<file path="src/rtl/rgbcap_pkg.sv">
package rgbcap_pkg;
  localparam int REG_W  = 16;
  localparam int ADDR_W = 4;

  typedef enum logic [ADDR_W-1:0] {
    A_MODE   = 4'd0,
    A_HOFF   = 4'd1,
    A_VOFF   = 4'd2,
    A_HHALF  = 4'd3,
    A_VSIZE  = 4'd4,
    A_HSTMO  = 4'd5,
    A_VSTMO  = 4'd6,
    A_CPOS   = 4'd7,
    A_CLEN   = 4'd8,
    A_GLINE  = 4'd9,
    A_GLEN   = 4'd10
  } reg_addr_e;

  typedef struct packed {
    logic             dual;
    logic [REG_W-1:0] h_off;
    logic [REG_W-1:0] v_off;
    logic [REG_W-1:0] h_half;
    logic [REG_W-1:0] v_size;
    logic [REG_W-1:0] hs_tmo;
    logic [REG_W-1:0] vs_tmo;
    logic [REG_W-1:0] clamp_pos;
    logic [REG_W-1:0] clamp_len;
    logic [REG_W-1:0] gain_line;
    logic [REG_W-1:0] gain_len;
  } cfg_t;
endpackage

</file>
<file path="src/rtl/rgbcap_regs.sv">
module rgbcap_regs
  import rgbcap_pkg::*;
(
  input  logic              clk,
  input  logic              rst,
  input  logic              we,
  input  logic [ADDR_W-1:0] addr,
  input  logic [REG_W-1:0]  wdata,
  output cfg_t              cfg_o
);
  always_ff @(posedge clk) begin
    if (rst) begin
      cfg_o <= '0;
    end else if (we) begin
      case (reg_addr_e'(addr))
        A_MODE:  cfg_o.dual      <= wdata[0];
        A_HOFF:  cfg_o.h_off     <= wdata;
        A_VOFF:  cfg_o.v_off     <= wdata;
        A_HHALF: cfg_o.h_half    <= wdata;
        A_VSIZE: cfg_o.v_size    <= wdata;
        A_HSTMO: cfg_o.hs_tmo    <= wdata;
        A_VSTMO: cfg_o.vs_tmo    <= wdata;
        A_CPOS:  cfg_o.clamp_pos <= wdata;
        A_CLEN:  cfg_o.clamp_len <= wdata;
        A_GLINE: cfg_o.gain_line <= wdata;
        A_GLEN:  cfg_o.gain_len  <= wdata;
        default: ;
      endcase
    end
  end

  // a write lands in the addressed field on the next edge
  a_r12_hoff_write: assert property (@(posedge clk) disable iff (rst)
    (we && addr == A_HOFF) |=> cfg_o.h_off == $past(wdata));
endmodule

</file>
<file path="src/rtl/rgbcap_sync_mon.sv">
module rgbcap_sync_mon #(
  parameter int TMO_W = 16,
  parameter int RUN_W = 16
) (
  input  logic             clk,
  input  logic             rst,
  input  logic             sync_i,
  input  logic [TMO_W-1:0] timeout_i,
  output logic             act_edge_o,
  output logic             present_o,
  output logic             active_low_o
);
  logic             s_q, s_qq;
  logic [RUN_W-1:0] run_cnt, hi_len, lo_len;
  logic             have_hi, have_lo;
  logic [TMO_W-1:0] idle_cnt;
  logic             rise, fall;

  assign rise       = s_q & ~s_qq;
  assign fall       = ~s_q & s_qq;
  assign act_edge_o = active_low_o ? fall : rise;

  always_ff @(posedge clk) begin
    if (rst) begin
      s_q          <= 1'b0;
      s_qq         <= 1'b0;
      run_cnt      <= '0;
      hi_len       <= '0;
      lo_len       <= '0;
      have_hi      <= 1'b0;
      have_lo      <= 1'b0;
      idle_cnt     <= '0;
      present_o    <= 1'b0;
      active_low_o <= 1'b0;
    end else begin
      s_q  <= sync_i;
      s_qq <= s_q;
      if (rise || fall)        run_cnt <= RUN_W'(1);
      else if (run_cnt != '1)  run_cnt <= run_cnt + 1'b1;
      if (fall) begin
        hi_len  <= run_cnt;
        have_hi <= 1'b1;
      end
      if (rise) begin
        lo_len  <= run_cnt;
        have_lo <= 1'b1;
      end
      if (have_hi && have_lo) active_low_o <= (lo_len < hi_len);
      if (rise || fall) begin
        idle_cnt  <= '0;
        present_o <= 1'b1;
      end else if (idle_cnt >= timeout_i) begin
        present_o <= 1'b0;
      end else begin
        idle_cnt <= idle_cnt + 1'b1;
      end
    end
  end

  // any edge makes the sync present on the next clock
  a_r7_edge_sets_present: assert property (@(posedge clk) disable iff (rst)
    (rise || fall) |=> present_o);
  // idle past the timeout clears presence
  a_r7_timeout_clears: assert property (@(posedge clk) disable iff (rst)
    (!rise && !fall && idle_cnt >= timeout_i) |=> !present_o);
  // polarity can only be low once both runs are measured
  a_r8_needs_both_runs: assert property (@(posedge clk) disable iff (rst)
    active_low_o |-> (have_hi && have_lo));
  // polarity does not move while the measurements hold still
  a_r8_polarity_steady: assert property (@(posedge clk) disable iff (rst)
    ($stable(hi_len) && $stable(lo_len) && $stable(have_hi) && $stable(have_lo))
      |=> $stable(active_low_o));
endmodule

</file>
<file path="src/rtl/rgbcap_window.sv">
module rgbcap_window
  import rgbcap_pkg::*;
#(
  parameter int PIX_BITS = 24,
  parameter int H_W      = 12,
  parameter int V_W      = 11
) (
  input  logic                  clk,
  input  logic                  rst,
  input  logic [2*PIX_BITS-1:0] pix_i,
  input  logic                  hs_edge_i,
  input  logic                  vs_edge_i,
  input  logic                  dual_i,
  input  logic [REG_W-1:0]      h_off_i,
  input  logic [REG_W-1:0]      v_off_i,
  input  logic [REG_W-1:0]      h_half_i,
  input  logic [REG_W-1:0]      v_size_i,
  input  logic [REG_W-1:0]      clamp_pos_i,
  input  logic [REG_W-1:0]      clamp_len_i,
  input  logic [REG_W-1:0]      gain_line_i,
  input  logic [REG_W-1:0]      gain_len_i,
  output logic                  valid_o,
  output logic [2*PIX_BITS-1:0] data_o,
  output logic                  clamp_o,
  output logic                  gain_o
);
  localparam int CMP_W  = REG_W + 2;
  localparam int WORD_W = 2 * PIX_BITS;

  logic [WORD_W-1:0]   pix_q;
  logic [PIX_BITS-1:0] prev_hi;
  logic [H_W-1:0]      h_cnt, h_idx;
  logic [V_W-1:0]      v_cnt, v_idx;
  logic                odd_adj, in_h, in_v, in_clamp, in_gain;
  logic [CMP_W-1:0]    pos, h_lo, h_hi, line, v_hi, c_hi, g_hi;
  logic [WORD_W-1:0]   word;

  always_comb begin
    if (hs_edge_i)          h_idx = '0;
    else if (h_cnt == '1)   h_idx = h_cnt;
    else                    h_idx = h_cnt + 1'b1;

    if (vs_edge_i)                  v_idx = '0;
    else if (hs_edge_i && v_cnt != '1) v_idx = v_cnt + 1'b1;
    else                            v_idx = v_cnt;
  end

  always_comb begin
    odd_adj  = dual_i & h_off_i[0];
    pos      = dual_i ? CMP_W'({h_idx, 1'b0}) : CMP_W'(h_idx);
    h_lo     = CMP_W'(h_off_i) + CMP_W'(odd_adj);
    h_hi     = CMP_W'(h_off_i) + CMP_W'({h_half_i, 1'b0}) + CMP_W'(odd_adj);
    in_h     = (pos >= h_lo) && (pos < h_hi);
    line     = CMP_W'(v_idx);
    v_hi     = CMP_W'(v_off_i) + CMP_W'(v_size_i);
    in_v     = (line >= CMP_W'(v_off_i)) && (line < v_hi);
    c_hi     = CMP_W'(clamp_pos_i) + CMP_W'(clamp_len_i);
    in_clamp = (CMP_W'(h_idx) >= CMP_W'(clamp_pos_i)) && (CMP_W'(h_idx) < c_hi);
    g_hi     = CMP_W'(gain_line_i) + CMP_W'(gain_len_i);
    in_gain  = (line >= CMP_W'(gain_line_i)) && (line < g_hi);
  end

  always_comb begin
    if (!dual_i)         word = {{PIX_BITS{1'b0}}, pix_q[PIX_BITS-1:0]};
    else if (odd_adj)    word = {pix_q[PIX_BITS-1:0], prev_hi};
    else                 word = pix_q;
  end

  always_ff @(posedge clk) begin
    if (rst) begin
      pix_q   <= '0;
      prev_hi <= '0;
      h_cnt   <= '1;
      v_cnt   <= '1;
      valid_o <= 1'b0;
      data_o  <= '0;
      clamp_o <= 1'b0;
      gain_o  <= 1'b0;
    end else begin
      pix_q   <= pix_i;
      prev_hi <= pix_q[WORD_W-1:PIX_BITS];
      h_cnt   <= h_idx;
      v_cnt   <= v_idx;
      valid_o <= in_h && in_v;
      data_o  <= (in_h && in_v) ? word : '0;
      clamp_o <= in_clamp;
      gain_o  <= in_gain;
    end
  end

  // horizontal active edge restarts the clock index
  a_r2_h_restart: assert property (@(posedge clk) disable iff (rst)
    hs_edge_i |=> (h_cnt == '0));
  // vertical active edge restarts the line number, even with a horizontal edge
  a_r3_v_restart: assert property (@(posedge clk) disable iff (rst)
    vs_edge_i |=> (v_cnt == '0));
  // single mode leaves the upper half empty
  a_r1_single_upper_zero: assert property (@(posedge clk) disable iff (rst)
    (valid_o && !$past(dual_i)) |-> (data_o[WORD_W-1:PIX_BITS] == '0));
  // no data outside the window
  a_r11_idle_zero: assert property (@(posedge clk) disable iff (rst)
    !valid_o |-> (data_o == '0));
  // a zero-length clamp never fires
  a_r9_clamp_len: assert property (@(posedge clk) disable iff (rst)
    clamp_o |-> ($past(clamp_len_i) != '0));
  // a zero-length gain span never fires
  a_r10_gain_len: assert property (@(posedge clk) disable iff (rst)
    gain_o |-> ($past(gain_len_i) != '0));
endmodule

</file>
<file path="src/rtl/rgb_capture_front.sv">
module rgb_capture_front
  import rgbcap_pkg::*;
#(
  parameter int PIX_BITS = 24,
  parameter int H_W      = 12,
  parameter int V_W      = 11,
  parameter int RUN_W    = 16
) (
  input  logic                  clk,
  input  logic                  rst,
  input  logic                  reg_we,
  input  logic [ADDR_W-1:0]     reg_addr,
  input  logic [REG_W-1:0]      reg_wdata,
  input  logic [2*PIX_BITS-1:0] pix_in,
  input  logic                  hsync_in,
  input  logic                  vsync_in,
  output logic                  pix_valid_o,
  output logic [2*PIX_BITS-1:0] pix_data_o,
  output logic                  clamp_o,
  output logic                  gain_o,
  output logic                  hs_present_o,
  output logic                  hs_active_low_o,
  output logic                  vs_present_o,
  output logic                  vs_active_low_o
);
  localparam int N_SYNC = 2;

  cfg_t                cfg;
  logic [N_SYNC-1:0]   sync_raw, act_edge, present, act_low;
  logic [REG_W-1:0]    tmo [N_SYNC];

  assign sync_raw = {vsync_in, hsync_in};
  assign tmo[0]   = cfg.hs_tmo;
  assign tmo[1]   = cfg.vs_tmo;

  rgbcap_regs u_regs (
    .clk   (clk),
    .rst   (rst),
    .we    (reg_we),
    .addr  (reg_addr),
    .wdata (reg_wdata),
    .cfg_o (cfg)
  );

  for (genvar i = 0; i < N_SYNC; i++) begin : g_sync
    rgbcap_sync_mon #(.TMO_W(REG_W), .RUN_W(RUN_W)) u_mon (
      .clk          (clk),
      .rst          (rst),
      .sync_i       (sync_raw[i]),
      .timeout_i    (tmo[i]),
      .act_edge_o   (act_edge[i]),
      .present_o    (present[i]),
      .active_low_o (act_low[i])
    );
  end

  rgbcap_window #(.PIX_BITS(PIX_BITS), .H_W(H_W), .V_W(V_W)) u_win (
    .clk         (clk),
    .rst         (rst),
    .pix_i       (pix_in),
    .hs_edge_i   (act_edge[0]),
    .vs_edge_i   (act_edge[1]),
    .dual_i      (cfg.dual),
    .h_off_i     (cfg.h_off),
    .v_off_i     (cfg.v_off),
    .h_half_i    (cfg.h_half),
    .v_size_i    (cfg.v_size),
    .clamp_pos_i (cfg.clamp_pos),
    .clamp_len_i (cfg.clamp_len),
    .gain_line_i (cfg.gain_line),
    .gain_len_i  (cfg.gain_len),
    .valid_o     (pix_valid_o),
    .data_o      (pix_data_o),
    .clamp_o     (clamp_o),
    .gain_o      (gain_o)
  );

  assign hs_present_o    = present[0];
  assign vs_present_o    = present[1];
  assign hs_active_low_o = act_low[0];
  assign vs_active_low_o = act_low[1];

  // no window output before any horizontal sync has been seen
  a_r11_quiet_without_hsync: assert property (@(posedge clk) disable iff (rst)
    (!hs_present_o && !$past(hs_present_o)) |-> !$rose(pix_valid_o));
endmodule

</file>
<file path="config.mk">
export PLATFORM = sky130hd
export DESIGN_NAME = rgb_capture_front
export DESIGN_NICKNAME = d
export VERILOG_FILES = /design/src/rtl/rgbcap_pkg.sv /design/src/rtl/rgbcap_regs.sv /design/src/rtl/rgbcap_sync_mon.sv /design/src/rtl/rgbcap_window.sv /design/src/rtl/rgb_capture_front.sv
export SDC_FILE = /design/constraint.sdc
export NUM_CORES = 1
export LEC_CHECK = 0
export BUFFER_PORTS_ARGS = -buffer_cell sky130_fd_sc_hd__buf_4
export CAP_MARGIN = 20
export CORE_MARGIN = 2
export CORE_UTILIZATION = 50
export DETAILED_ROUTE_END_ITERATION = 10
export HOLD_SLACK_MARGIN = 0.12
export MAX_ROUTING_LAYER = met4
export PLACE_DENSITY = 0.7
export SYNTH_ARGS = -nofsm -noshare
export SYNTH_HDL_FRONTEND = slang
export SYNTH_SLANG_ARGS = --single-unit
</file>
<file path="constraint.sdc">
create_clock -name clk -period 3.67 [get_ports clk]
set_input_delay 0 -clock clk [delete_from_list [all_inputs] [get_ports clk]]
set_output_delay 0 -clock clk [all_outputs]
set_load 0.05 [all_outputs]
</file>
Word-level counts from Yosys, hierarchy flattened
Index checks and enable logic that the tools add are counted.
- flip-flop bits (word level): 447
- logic and storage cells: 138
- output and inout port bits: 55
- equality and inequality tests: 14
- $add $sub $neg: 12
- muxes and demuxes: 17
- reduce and logical (&&, ||, !) cells: 30
- $lt $le $gt $ge: 12
- bitwise logic cells: 11
- operator list (cell ; number):
    adder 16 x 1 -> 16 bit (second input constant) ; 4
    adder 16 x 16 -> 17 bit ; 3
    2-to-1 mux 48 bit ; 1
    < comparator 11 x 18 -> 1 bit ; 2
    greater-or-equal comparator 11 x 16 -> 1 bit ; 2
    greater-or-equal comparator 16 bit ; 2
    < comparator 16 bit ; 2
    != test 16 bit (second input constant) ; 2
    2-to-1 mux 12 bit ; 2
    2-to-1 mux 24 bit ; 1
    2-to-1 mux 11 bit ; 2
    AND reduction 2 bit ; 11
    adder 16 x 17 -> 18 bit ; 1
    adder 18 x 1 -> 18 bit ; 1
    greater-or-equal comparator 18 bit ; 1
    < comparator 12 x 18 -> 1 bit ; 1
    < comparator 18 bit ; 1
    adder 16 x 1 -> 17 bit ; 1
    == test 4 x 3 -> 1 bit (second input constant) ; 4
    greater-or-equal comparator 12 x 16 -> 1 bit ; 1
    2-to-1 mux 13 bit ; 1
    adder 12 x 1 -> 12 bit (second input constant) ; 1
    == test 12 bit (second input constant) ; 1
    == test 4 bit (second input constant) ; 3
    other kinds (13) ; 45

Longest topological paths before layout
Gate-level depths: netlist of the first run.
- depth in word-level cells: 11
- depth in mapped cells: 21
- gate-level depth less buffers: 19

Hierarchy
A second synthesis of the first run with hierarchy kept.
- cell total of the unflattened synthesis: 2567
- area, all modules: 24088.1 µm²
- modules (own cells, without submodules) (module ; cells an instance ; seq. area each (µm²) ; times used ; area each (µm²)):
    rgbcap_window ; 1187 ; 2922.8 ; 1 ; 10413.7
    rgbcap_sync_mon ; 407 ; 1401.3 ; 2 ; 3651.0
    rgbcap_regs ; 566 ; 3223.1 ; 1 ; 6372.4

Least setup slack after synthesis of the first run
Ideal clock, no wire load.
- path kind: flip-flop to flip-flop
- start: reg u_regs.cfg_o[144] in the netlist's numbering
- end: reg u_win.valid_o
- data arrival time: 3.717 ns
- buffers on the path: 4
- cell stages (with the launch flop): 21
- slack: -0.161 ns
- period minus slack after synthesis: 3.831 ns
- setup time: 0.113 ns
- cell sequence: dfxtp_1 buf_2 nand2_1 clkinv_1 clkbuf_1 fa_1 a21o_1 a221oi_1 o21ai_1 o41ai_2 xor2_1 ha_1 o2111ai_1 nor2_1 o21ai_0 a211oi_1 nand4_1 nand4_2 buf_6 buf_6 inv_1
- cells in the longest elaborated chain, start to end: 5
- RTL lines (what ; RTL line ; RTL):
    from (decl) ; rgbcap_regs.sv:9 ; output cfg_t cfg_o
    adder 16 x 17 -> 18 bit / AND 1 bit (equally long branches) ; rgbcap_window.sv:52, rgbcap_window.sv:49 ;
    adder 18 x 1 -> 18 bit / adder 16 x 1 -> 17 bit (equally long branches) ; rgbcap_window.sv:52, rgbcap_window.sv:51 ;
    < comparator 18 bit / greater-or-equal comparator 18 bit (equally long branches) ; rgbcap_window.sv:53 ; in_h = (pos >= h_lo) && (pos < h_hi);
    logical AND 1 bit * ; rgbcap_window.sv:53 ;
    logical AND 1 bit * ; rgbcap_window.sv:84 ; valid_o <= in_h && in_v;
    to (signal assigned) ; rgbcap_window.sv:84 ;
    to (decl) ; rgbcap_window.sv:22 ; output logic valid_o,
Every way passes the cells marked *; elsewhere a longest branch is shown, timed or not.
A chain may end at the register's enable or synchronous reset.

Worst setup path in the final report of the first run
- start: reg u_win.v_cnt[1]
- end: reg u_win.data_o[37]
- cells in the longest elaborated chain, start to end: 9
- RTL lines (what ; RTL line ; RTL):
    from (decl) ; rgbcap_window.sv:33 ; logic [V_W-1:0] v_cnt, v_idx;
    from (signal assigned) ; rgbcap_window.sv:83 ; v_cnt <= v_idx;
    parallel branches: the longest is 2 deep, another holds adder 11 x 1 -> 11 bit ; -- ;
    2-to-1 mux 11 bit * ; rgbcap_window.sv:44 ; else if (hs_edge_i && v_cnt != '1) v_idx = v_cnt + 1'b1;
    2-to-1 mux 11 bit * ; rgbcap_window.sv:43 ; if (vs_edge_i) v_idx = '0;
    via u_win.v_idx[7] ; rgbcap_window.sv:33 ;
    < comparator 11 x 18 -> 1 bit / greater-or-equal comparator 11 x 16 -> 1 bit (equally long branches) ; rgbcap_window.sv:56 ; in_v = (line >= CMP_W'(v_off_i)) && (line < v_hi);
    logical AND 1 bit * ; rgbcap_window.sv:56 ;
    logical AND 1 bit * ; rgbcap_window.sv:85 ; data_o <= (in_h && in_v) ? word : '0;
    NOT 1 bit (no line) * ; -- ;
    OR reduction 3 bit (no line) * ; -- ;
    to (signal assigned) ; rgbcap_window.sv:85 ;
    to (decl) ; rgbcap_window.sv:23 ; output logic [2*PIX_BITS-1:0] data_o,
Mark *: on every way through the listed nets, which the timed path passes.

==> results by group, run 1 <==
Route
  – Vias per cell: 5.59
  – 1st-iter DRT viols: 1,270
  – Via Count: 19,800
  – Drt drc: 0
  – Antenna Violating Nets Remaining: 0
  – Wire per inst: 17.8 µm
  – Total wire length: 63,000 µm
  – Initial DRT Pass Iterations: 7

Logic synthesis
  – Mapped Area: 0.0229 mm²
  – Yosys warning total: 0
  – Sequential share of the synthesized area: 39.1%
  – Netlist cell types: 71
  – Flops & latches, synth: 447
  – Share of flip-flops with an asynchronous set or reset after synthesis: 0%
  – Post-synth EDFFs: 0
  – Net Count, Synth: 2,977
  – Mapped Cells: 2,681
  – Main synth FF type: dfxtp_1
  – Average size of a mapped cell: 8.54 µm²

Floorplan
  – I/O pin count: 128
  – CORE AREA: 0.0453 mm²
  – Die height: 218 µm
  – Die area: 0.0475 mm²
  – Die X: 218 µm
  – Starting Density: 50.6%
  – Site Rows: 78

Layout
  – Share of post-route cells with drive strength above 1: 14.7%
  – Fin util: 61.9%
  – Area Growth Syn to Fin: 22.5%
  – Nets: 3,209

STA
  – Hold Vio Cnt, Final: 0
  – Final min period: 3.74 ns
  – F_max: 268 MHz
  – Max-slew violation count: 0
  – Clock Skews: 0.0121 ns
  – Worst-Margin Slew: 1.06 ns
  – Final WS setup: -0.0656 ns
  – Setup violators final: 14
  – RSZ-0062 raised after global routing: true
  – Hold Slack: 0.125 ns
  – Slew headroom: 29.2%
  – Final period utilization: 102%

GRT
  – GRT overflow: 0
  – Total track usage: 26.2%
  – Largest net degree at the start of global routing: 90
  – First-pass GRT wire length: 97,800 µm
  – Initial antenna violation count: 1
  – Vias in the first global route: 19,100

Place
  – I/O Buffers: 127
  – Gpl congestion: 0.919
  – Place WS: -0.0849 ns
  – HPWL Detailed: 41,800 µm

Critical path
  – Crit path max-delay cell type: a2111oi_4
  – Crit path capture type: flop
  – Crit Path Class: flop to flop
  – Critical-path maximum fanout: 8
  – Most used cell, CP: ha_4
  – Setup crit start kind: flop
  – Worst EP required: 4.18 ns
  – Worst path cell trace: ha_4 -> and4_1 -> a41oi_2 -> nand4_1 -> buf_4 -> nor3_4 -> xnor2_2 -> nor2_2 -> ha_4 -> a21oi_2 -> nor2b_1 -> o21ai_1 -> nand2_1 -> a2111oi_4 -> nor4b_2 -> o2111ai_2 -> nand4_4 -> buf_12 -> clkbuf_16 -> nor3b_2
  – Worst EP arrival: 4.24 ns
  – Top Family by Delay on Critical Path: simple AND/OR/NAND/NOR gates
  – WP buf/inv: 3
  – CP max stage delay: 0.36 ns

Run status
  – Status: finished with violations
  – Violated checks: negative setup slack

Power and ir drop
  – Cell Pwr Density: 439 mW/mm²
  – Static leakage: 0.0110 µW
  – Maximum vdd drop: 0.530 mV

Clock network
  – Cts bufs inserted: 47
  – Clk Latency, worst-skew pair: 0.60 ns
  – Clock Path Buffers: 3
  – Clk slew on worst S/H paths: 0.06 ns
  – Root buf cell: clkbuf_16
  – CTS tree: built
  – H-tree depth: 2
  – CTS Sinks: 447

Min path
  – Hold Crit Class: input pin to flop

Flow run
  – Max Cap Viol: 0
-- cell usage after synthesis, drive strengths merged (40+ instances only) --
| master | count | area, µm² |
|---|---|---|
| inv | 139 | 522 |
| a21oi | 235 | 1210 |
| xnor2 | 40 | 350 |
| xor2 | 53 | 464 |
| a21o | 53 | 398 |
| dfxtp | 447 | 8950 |
| clkbuf | 105 | 394 |
| nor2 | 218 | 818 |
| ha | 219 | 2740 |
| o21ai | 83 | 415 |
| nand2 | 411 | 1540 |
| mux2i | 134 | 1350 |
| nand3 | 59 | 295 |
| nor2b | 93 | 582 |
-- flip-flops by register name, summed over array words and instances, names as in the netlist, 11 cells and up --
name	cells
u_win.pix_q	48
g_sync.u_mon.hi_len	32
g_sync.u_mon.lo_len	32
u_win.h_cnt	12
u_win.data_o	48
u_win.prev_hi	24
g_sync.u_mon.run_cnt	32
u_regs.cfg_o	161
u_win.v_cnt	11
g_sync.u_mon.idle_cnt	32
-- final timing paths --
path,startpoint,end,slack [ns],cells after the start
setup / recovery,u_win.v_cnt[1]$_SDFF_PP1_,u_win.data_o[37]$_SDFF_PP0_,-0.07,20
hold / removal,reg_we,u_regs.cfg_o[1]$_SDFFE_PP0P_,0.12,5
setup reg to reg,u_win.v_cnt[1]$_SDFF_PP1_,u_win.data_o[37]$_SDFF_PP0_,-0.07,20
hold reg to reg,u_win.prev_hi[19]$_SDFF_PP0_,u_win.data_o[19]$_SDFF_PP0_,0.44,2
-- report_power, final --
part	internal, µW	total (µW)	switching, µW
registers	4980	5090	106
clock network	3320	5380	2070
logic	814	1840	1030
total	9110	12300	3200
-- placed cells by master (no fill, tap or decap), types with 50 or more instances in the layout --
cell and count:
a21oi_1 206, clkbuf_16 50, buf_4 219, dfxtp_1 440
nor2b_1 93, dlygate4sd3_1 75, a21o_1 53, o21ai_0 67
nor2_1 212, xor2_1 53, ha_1 210, inv_1 137
mux2i_1 132, nand3_1 58, nand2_1 410
-- layout make-up --
| type | count | area, µm² |
|---|---|---|
| Fill cell | 3712 | 17200 |
| Clock inverter | 27 | 477 |
| Inverter | 140 | 527 |
| Antenna cell | 1 | 2.50 |
| Clock buffer | 58 | 1270 |
| Sequential cell | 447 | 8960 |
| Multi-Input combinational cell | 1973 | 13500 |
| Tap cell | 600 | 751 |
| Timing Repair Buffer | 304 | 2590 |
-- what timing repair did --
item / in CTS / in global routing
setup endpoints to repair: 49 / 51
setup buffers: 2 / 8
resized for setup: 18 / 102
hold buffers: 75 / 0
pin swaps: 4 / 39
endpoints found under the hold margin: 238 / 0
gates cloned: 1 / 3
-- logic make-up after synthesis --
group           share of synthesized area [%]
compound gates                           13.7
buf+inv                                  4.45
mux                                      6.28
fa+ha+maj                                12.5
simple gates                             20.4
flops                                    39.1
xor+xnor                                 3.56
-- tightest hold or removal path, cell delays in order --
cell      delay (ns)
buf_4           0.12
nand3b_1        0.24
nor2_2          0.12
mux2i_1         0.12
nor2_1          0.08
-- per-layer routing --
| layer | GRT usage, % | vias up | part of all wire (%) |
|---|---|---|---|
| met5 | - | - | 0 |
| met4 | 11.1 | 0 | 4.0 |
| met3 | 3.46 | 170 | 5.1 |
| met2 | 42.3 | 534 | 47 |
| met1 | 33.0 | 9420 | 44 |
| li1 | - | 9721 | - |
-- per-stage QoR --
step                cells  cell area [µm²]  TNS (ns)  power, µW
global route         3550            28000     -8.08      12800
CTS                  3539            27400         0      12200
detailed placement   3376            24800     -1.37       6790
floorplan            2681            22900         0       6220
global placement     3374            24800         0       6740
finish               3550            28000    -0.179      12300
No activity file was read; power rests on OpenSTA's default activity.
==> run 2, diff against run 1 <==
--- a/config.mk
+++ b/config.mk
@@ -12,7 +12,8 @@
 export DETAILED_ROUTE_END_ITERATION = 10
 export HOLD_SLACK_MARGIN = 0.12
 export MAX_ROUTING_LAYER = met4
-export PLACE_DENSITY = 0.7
+export PLACE_DENSITY = 0.67
 export SYNTH_ARGS = -nofsm -noshare
 export SYNTH_HDL_FRONTEND = slang
+export SYNTH_HIERARCHICAL = 1
 export SYNTH_SLANG_ARGS = --single-unit
==> constraint.sdc (replaced) <==
create_clock -name clk -period 4.2 [get_ports clk]
set_input_delay 0 -clock clk [delete_from_list [all_inputs] [get_ports clk]]
set_output_delay 0 -clock clk [all_outputs]
set_load 0.05 [all_outputs]
==> results by group, run 2 <==
Layout
  – Max reg flops: 161 (unchanged)
  – Area Growth Syn to Fin: 16.0%
  – Most frequent cells in the layout: dfxtp_1 (446), mux2i_1 (260), ha_1 (218), nand2b_1 (207), nor2_1 (175)
  – Biggest registers after layout: u_regs/cfg_o x161, u_win/data_o x48, u_win/pix_q x48
  – Post-route cell area: 0.0279 mm² (-0.39%)
  – Fillers: 4,125 (+11%)
  – Share of post-route cells with drive strength above 1: 12.6% (-2.2 points)
  – Commonest non-fill, non-tap cell in the layout: dfxtp_1
  – Nets: 3,010 (-6.2%)
  – Most flops, register: u_regs/cfg_o
  – ANT cells: 0 (-1)

Route
  – Wire per inst: 17.1 µm (-3.5%)
  – Via Count: 18,800 (-5.2%)
  – Total wire length: 57,700 µm (-8.5%)
  – Vias per cell: 5.59 (about the same)
  – WL met3: 2470 µm (-23%)
  – Initial DRT Pass Iterations: 5 (-2)
  – Routed wl met2: 27,000 µm (-8.2%)
  – Antenna Violating Nets Remaining: 0 (unchanged)
  – 1st-iter DRT viols: 1,117 (-12%)
  – Drt drc: 0 (unchanged)
  – Top Layer Used: met4
  – Wl on met1: 26,300 µm (-5.7%)

Floorplan
  – Die area: 0.0499 mm² (+5.1%)
  – Die X: 223 µm (+2.5%)
  – Site Rows: 80 (+2.6%)
  – Die height: 223 µm (+2.5%)
  – I/O pin count: 128 (unchanged)
  – Starting Density: 50.6% (about the same)
  – CORE AREA: 0.0476 mm² (+5.2%)

STA
  – Clock Skews: 0.0168 ns (+0.00469 ns)
  – Final period utilization: 93.9% (-7.9 points)
  – Slew headroom: 28.2% (-0.95 points)
  – Worst-Margin Slew: 1.07 ns (+0.0129 ns)
  – Hold Slack: 0.154 ns (+0.0288 ns)
  – RSZ-0062 raised after global routing: true
  – F_max: 254 MHz (-5.3%)
  – Setup violators final: 0 (-14)
  – Hold Vio Cnt, Final: 0 (unchanged)
  – Max-slew violation count: 0 (unchanged)
  – Final min period: 3.94 ns (+0.209 ns)

Power and ir drop
  – Power share of the clock group: 42.9% (-0.8 points)
  – Comb power frac: 15.3% (+0.3 points)
  – Static leakage: 0.0119 µW (+8.4%)
  – Maximum vdd drop: 0.299 mV (-44%)
  – Cell Pwr Density: 381 mW/mm² (-13%)
  – Switching share of power: 26.8% (+0.78 points)
  – Int Pwr: 7790 µW (-15%)
  – Flop pwr share: 41.8% (+0.5 points)
  – NetSw: 2850 µW (-11%)

Critical path
  – FF-to-FF path depth: 16 (-20%)
  – Setup crit start kind: flop
  – Worst EP required: 4.69 ns (+0.51 ns)
  – CP Launch Point: g_sync[0].u_mon/s_q$_SDFF_PP0_
  – R2R setup slack: 0.26 ns (+0.32 ns)
  – Worst EP arrival: 4.43 ns (+0.19 ns)
  – RR Startpoint: g_sync[0].u_mon/s_q$_SDFF_PP0_
  – Critical-path maximum fanout: 49 (+41)
  – Crit Path Class: flop to flop
  – Crit path capture type: flop

Clock network
  – Cts bufs inserted: 49 (+4.3%)
  – Clk Latency, worst-skew pair: 0.60 ns (about the same)
  – Clk slew on worst S/H paths: 0.06 ns (about the same)
  – CTS tree: built
  – CTS Sinks: 447 (unchanged)
  – H-tree depth: 2 (unchanged)
  – Clock Path Buffers: 3 (unchanged)
  – Root buf cell: clkbuf_16

Place
  – Gpl congestion: 0.908 (-1.1%)
  – I/O Buffers: 127 (unchanged)
  – Dpl cell area: 0.0255 mm² (+2.9%)
  – HPWL Detailed: 39,600 µm (-5.3%)

Flow run
  – Max Cap Viol: 0 (unchanged)

Logic synthesis
  – Post-synth EDFFs: 0 (unchanged)
  – Main synth FF type: dfxtp_1
  – Mux contribution to synthesized area: 12.4% (+6.1 points)
  – Synth top cells by count: dfxtp_1 (447), mux2i_1 (260), ha_1 (218)
  – Synth area leader: dfxtp_1
  – Net Count, Synth: 2,862 (-3.9%)
  – Post-Synth Simple-Gate Area: 20.3% (-0.12 points)
  – Cell with the most instances after synthesis: dfxtp_1
  – Share of flip-flops with an asynchronous set or reset after synthesis: 0% (unchanged)
  – Sequential share of the synthesized area: 37.1% (-1.9 points)
  – Adder-cell share of the synthesized area: 11.8% (-0.71 points)
  – Synth Area in XOR/XNOR: 3.56% (+0.0061 points)
  – Average size of a mapped cell: 9.38 µm² (+9.9%)
  – Yosys warning total: 6 (+6)
  – Largest family of logic cells by synthesized area: simple AND/OR/NAND/NOR gates
  – Netlist cell types: 83 (+17%)
  – Mapped Area: 0.0241 mm² (+5.2%)
  – Compound-Gate Fraction of Synth Area: 10.4% (-3.3 points)
  – Mapped Cells: 2,567 (-4.3%)
  – Flops & latches, synth: 447 (unchanged)
  – Top area cells in the synthesized netlist: dfxtp_1 (37%), ha_1 (11%), mux2i_1 (11%)
  – Share of the synthesized area in the top cell type: 37.1% (-1.9 points)

GRT
  – Initial antenna violation count: 0 (-1)
  – Vias in the first global route: 18,800 (-1.4%)
  – Largest net degree at the start of global routing: 155 (+72%)
  – Total track usage: 23.5% (-2.8 points)
  – GRT overflow: 0 (unchanged)
  – First-pass GRT wire length: 93,800 µm (-4.1%)

Run status
  – Status: completed

Min path
  – Hold Crit Class: input pin to flop
  – Min-Delay Startpoint: reg_wdata[8]
  – Hold Crit Depth: 3 (-2)
run 2: final cells by class:
type | instances | area (µm²) | share of cell area [%]
clock buffers | 65 | 1420 | 5.07
clock inverters | 25 | 319 | 1.14
inverters | 140 | 526 | 1.88
multi-input cells | 1865 | 14200 | 50.7
flip-flops and latches | 447 | 8950 | 32.0
well taps | 615 | 769 | 2.75
repair buffers | 212 | 1790 | 6.42
run 2: worst paths after layout:
| path | end |
|---|---|
| min reg2reg | u_win/prev_hi[9]$_SDFF_PP0_ |
| max | u_win/data_o[9]$_SDFF_PP0_ |
| min | u_regs/cfg_o[24]$_SDFFE_PP0P_ |
| max reg2reg | u_win/data_o[9]$_SDFF_PP0_ |
run 2: metrics by stage:
step                TNS, ns  utilization, %  instances  power, µW  setup WS, ns
floorplan                 0               -       2567       5610        0.0466
global placement          0            53.6       3218       6030         0.337
detailed placement        0            53.6       3218       6080         0.217
CTS                       0            58.5       3369      10700         0.180
global route        -0.0328            58.6       3369      11100       -0.0220
finish                    0            58.6       3369      10600         0.255
run 2: worst max-delay path, cell delays in order, from the launching register on:
cell	delay, ns
dfxtp_1	0.31
inv_1	0.07
ha_1	0.16
mux2_2	0.22
inv_1	0.11
a31o_2	0.28
nor2_1	0.28
xnor2_1	0.13
nor2_1	0.37
ha_1	0.31
and2_0	0.16
a221o_1	0.30
a211oi_1	0.27
a211o_1	0.21
a2111oi_4	0.06
buf_12	0.20
nor4_1	0.32
run 2: power by group through the flow:
stage / registers (µW) / clock network [µW] / logic [µW]
CTS: 4450 / 4670 / 1600
global placement: 4530 / 0 / 1500
finish: 4450 / 4560 / 1630
floorplan: 4560 / 0 / 1060
global route: 4460 / 4810 / 1800
detailed placement: 4540 / 0 / 1540
run 2: cell families after synthesis:
kind of cell | Yosys count
simple gates | 877
flops | 447
compound gates | 371
mux | 294
buf+inv | 255
fa+ha+maj | 225
xor+xnor | 98
run 2: repair_timing:
item / 4_1_cts / 5_1_grt
setup buffers: 0 / 0
hold buffers: 61 / 0
endpoints found under the setup margin: 0 / 49
gates resized for setup: 0 / 13
hold endpoints to repair: 141 / 0
run 2: metal layers:
layer	track usage, %	vias to the layer above
met5	-	-
met2	39.1	402
met4	8.77	0
met3	2.87	118
li1	-	9334
met1	29.2	8966
==> run 3, diff against run 2 <==
--- a/config.mk
+++ b/config.mk
@@ -9,6 +9,7 @@
 export CAP_MARGIN = 20
 export CORE_MARGIN = 2
 export CORE_UTILIZATION = 50
+export CTS_BUF_LIST = sky130_fd_sc_hd__clkbuf_8
 export DETAILED_ROUTE_END_ITERATION = 10
 export HOLD_SLACK_MARGIN = 0.12
 export MAX_ROUTING_LAYER = met4
==> results by group, run 3 (synthesized netlist as in run 2, its figures left out) <==
Layout
  – Post-route cell area: 0.0283 mm² (+1.4%)
  – ANT cells: 0 (unchanged)
  – Nets: 3,086 (+2.5%)
  – Max reg flops: 161 (unchanged)
  – Most frequent cells in the layout: dfxtp_1 (446), mux2i_1 (260), ha_1 (218), nand2b_1 (207), nor2_1 (175)
  – Area Growth Syn to Fin: 17.6%
  – Commonest non-fill, non-tap cell in the layout: dfxtp_1
  – Biggest registers after layout: u_regs/cfg_o x161, u_win/data_o x48, u_win/pix_q x48
  – Share of post-route cells with drive strength above 1: 13.4% (+0.80 points)
  – Fillers: 4,037 (-2.1%)
  – Most flops, register: u_regs/cfg_o

GRT
  – Most used routing layer: met2
  – Met2 global-route usage: 40.2% (+1.1 points)
  – First-pass GRT wire length: 96,100 µm (+2.5%)
  – Largest net degree at the start of global routing: 155 (unchanged)
  – Total track usage: 24.2% (+0.74 points)
  – Met3 GRT Util: 4.16% (+1.3 points)
  – Vias in the first global route: 19,300 (+2.6%)
  – Met1 Resource Use GR: 29.5% (+0.34 points)
  – GRT overflow: 0 (unchanged)
  – Initial antenna violation count: 0 (unchanged)

Critical path
  – R2R setup slack: 0.26 ns (about the same)
  – Reg2reg end: u_win/data_o[18]$_SDFF_PP0_
  – Crit path capture type: flop
  – Worst EP arrival: 4.50 ns (+0.07 ns)
  – Critical-path maximum fanout: 49 (unchanged)
  – Setup crit start kind: flop
  – RR Startpoint: u_win/h_cnt[0]$_SDFF_PP1_
  – FF-to-FF path depth: 16 (unchanged)
  – Crit Path Class: flop to flop
  – Worst EP required: 4.76 ns (+0.07 ns)

STA
  – Setup violators final: 0 (unchanged)
  – Final period utilization: 93.8% (-0.13 points)
  – F_max: 254 MHz (+0.14%)
  – Worst-Margin Slew: 1.12 ns (+0.0433 ns)
  – Max-slew violation count: 0 (unchanged)
  – Clock Skews: 0.0247 ns (+0.00789 ns)
  – Slew headroom: 25.4% (-2.9 points)
  – Final min period: 3.94 ns (-0.00566 ns)
  – Hold Vio Cnt, Final: 0 (unchanged)

Route
  – Via Count: 19,200 (+2.1%)
  – Drt drc: 0 (unchanged)
  – Wire per inst: 17.0 µm (-0.79%)
  – Initial DRT Pass Iterations: 5 (unchanged)
  – Antenna Violating Nets Remaining: 0 (unchanged)
  – 1st-iter DRT viols: 1,013 (-9.3%)
  – Vias per cell: 5.55 (-0.71%)
  – Total wire length: 58,900 µm (+2.0%)

Min path
  – Hold Crit Depth: 3 (unchanged)
  – Hold EP: u_win/pix_q[12]$_SDFF_PP0_
  – Min-Delay Startpoint: pix_in[12]
  – Hold Crit Class: input pin to flop

Floorplan
  – I/O pin count: 128 (unchanged)
  – Die X: 223 µm (unchanged)
  – Die height: 223 µm (unchanged)
  – Die area: 0.0499 mm² (unchanged)
  – Site Rows: 80 (unchanged)
  – Starting Density: 50.6% (unchanged)
  – CORE AREA: 0.0476 mm² (unchanged)

Clock network
  – Clock Path Buffers: 3 (unchanged)
  – Post-CTS Repair Setup Buffers: 0 (unchanged)
  – CTS tree: built
  – CTS Sinks: 447 (unchanged)
  – Cts bufs inserted: 77 (+57%)
  – Clk Latency, worst-skew pair: 0.67 ns (+0.07 ns)
  – H-tree depth: 3 (+1)
  – Root buf cell: clkbuf_8
  – Clk slew on worst S/H paths: 0.06 ns (about the same)

Run status
  – Status: completed

Place
  – Dpl cell area: 0.0255 mm² (unchanged)
  – Gpl congestion: 0.908 (unchanged)
  – HPWL Detailed: 39,600 µm (unchanged)
  – I/O Buffers: 127 (unchanged)

Power and ir drop
  – Static leakage: 0.0122 µW (+2.3%)
  – Overall power: 10,300 µW (-3.5%)
  – Cell Pwr Density: 362 mW/mm² (-4.8%)
  – Maximum vdd drop: 0.250 mV (-16%)

Flow run
  – Max Cap Viol: 0 (unchanged)
run 3: cell types whose count changed in the layout (fill, tap and decap cells not counted), moves of 4 or more:
cell,previous run,this run
clkbuf_1,4,0
clkbuf_8,11,101
dlygate4sd3_1,61,109
clkbuf_16,50,0
inv_1,140,160
run 3: critical path: stages (launching register included):
cell	delay, ns
dfxtp_1	0.45
ha_1	0.25
nand3_1	0.28
nor3_2	0.35
nand2_1	0.09
a21oi_1	0.18
mux2_2	0.20
ha_1	0.22
nor2b_1	0.13
o21a_1	0.16
o21a_1	0.16
o41ai_1	0.39
nand3_1	0.17
o2111ai_1	0.16
nor4_4	0.10
buf_12	0.20
nor4_1	0.33
run 3: what timing repair did:
item                       CTS  global route
setup endpoints to repair    0            49
hold endpoints to repair   211             0
hold buffers               109             0
gates resized for setup      0            15
run 3: worst max-delay path by stage:
stage	from	end	slack, ns	cells past startpoint
finish	u_win/h_cnt[0]$_SDFF_PP1_	u_win/data_o[18]$_SDFF_PP0_	0.26	16
global route	u_regs/cfg_o[128]$_SDFFE_PP0P_	u_win/data_o[42]$_SDFF_PP0_	-0.002	16
CTS	u_win/h_cnt[0]$_SDFF_PP1_	u_win/data_o[11]$_SDFF_PP0_	0.17	16
detailed placement	u_win/h_cnt[0]$_SDFF_PP1_	u_win/data_o[11]$_SDFF_PP0_	0.22	16
global placement	g_sync[0].u_mon/s_q$_SDFF_PP0_	u_win/data_o[6]$_SDFF_PP0_	0.34	18
floorplan	g_sync[0].u_mon/s_qq$_SDFF_PP0_	u_win/data_o[27]$_SDFF_PP0_	0.05	22
run 3: routing by layer:
| layer | part of all wire (%) | up-vias |
|---|---|---|
| li1 | - | 9492 |
| met5 | 0 | - |
| met2 | 47 | 432 |
| met1 | 45 | 9175 |
| met4 | 3.2 | 0 |
| met3 | 4.2 | 119 |
run 3: report_power, final:
part	switching (µW)	leakage (µW)	internal (µW)	total (µW)
Sequential	90.1	0.00363	4360	4450
Clock	1810	0.000917	2340	4150
Combinational	957	0.00765	710	1670
Total	2860	0.0122	7410	10300
run 3: stage by stage:
step | hold WS, ns | instances | setup WS [ns] | TNS, ns | utilization [%]
6_report | 0.170 | 3465 | 0.261 | 0 | 59.5
5_1_grt | 0.142 | 3465 | -0.00243 | -0.00383 | 59.5
4_1_cts | 0.122 | 3465 | 0.172 | 0 | 59.3
3_5_place_dp | 0.215 | 3218 | 0.217 | 0 | 53.6
3_3_place_gp | 0.209 | 3218 | 0.337 | 0 | 53.6
2_1_floorplan | 0.128 | 2567 | 0.0466 | 0 | -
run 3: area by class of cell:
cell class	instances	area [µm²]	area share, %
multi-input combinational	1865	14200	50.0
sequential	447	8950	31.6
timing repair buffer	260	2270	8.01
clock buffer	101	1390	4.91
tap	615	769	2.72
inverter	140	526	1.85
clock inverter	37	251	0.888
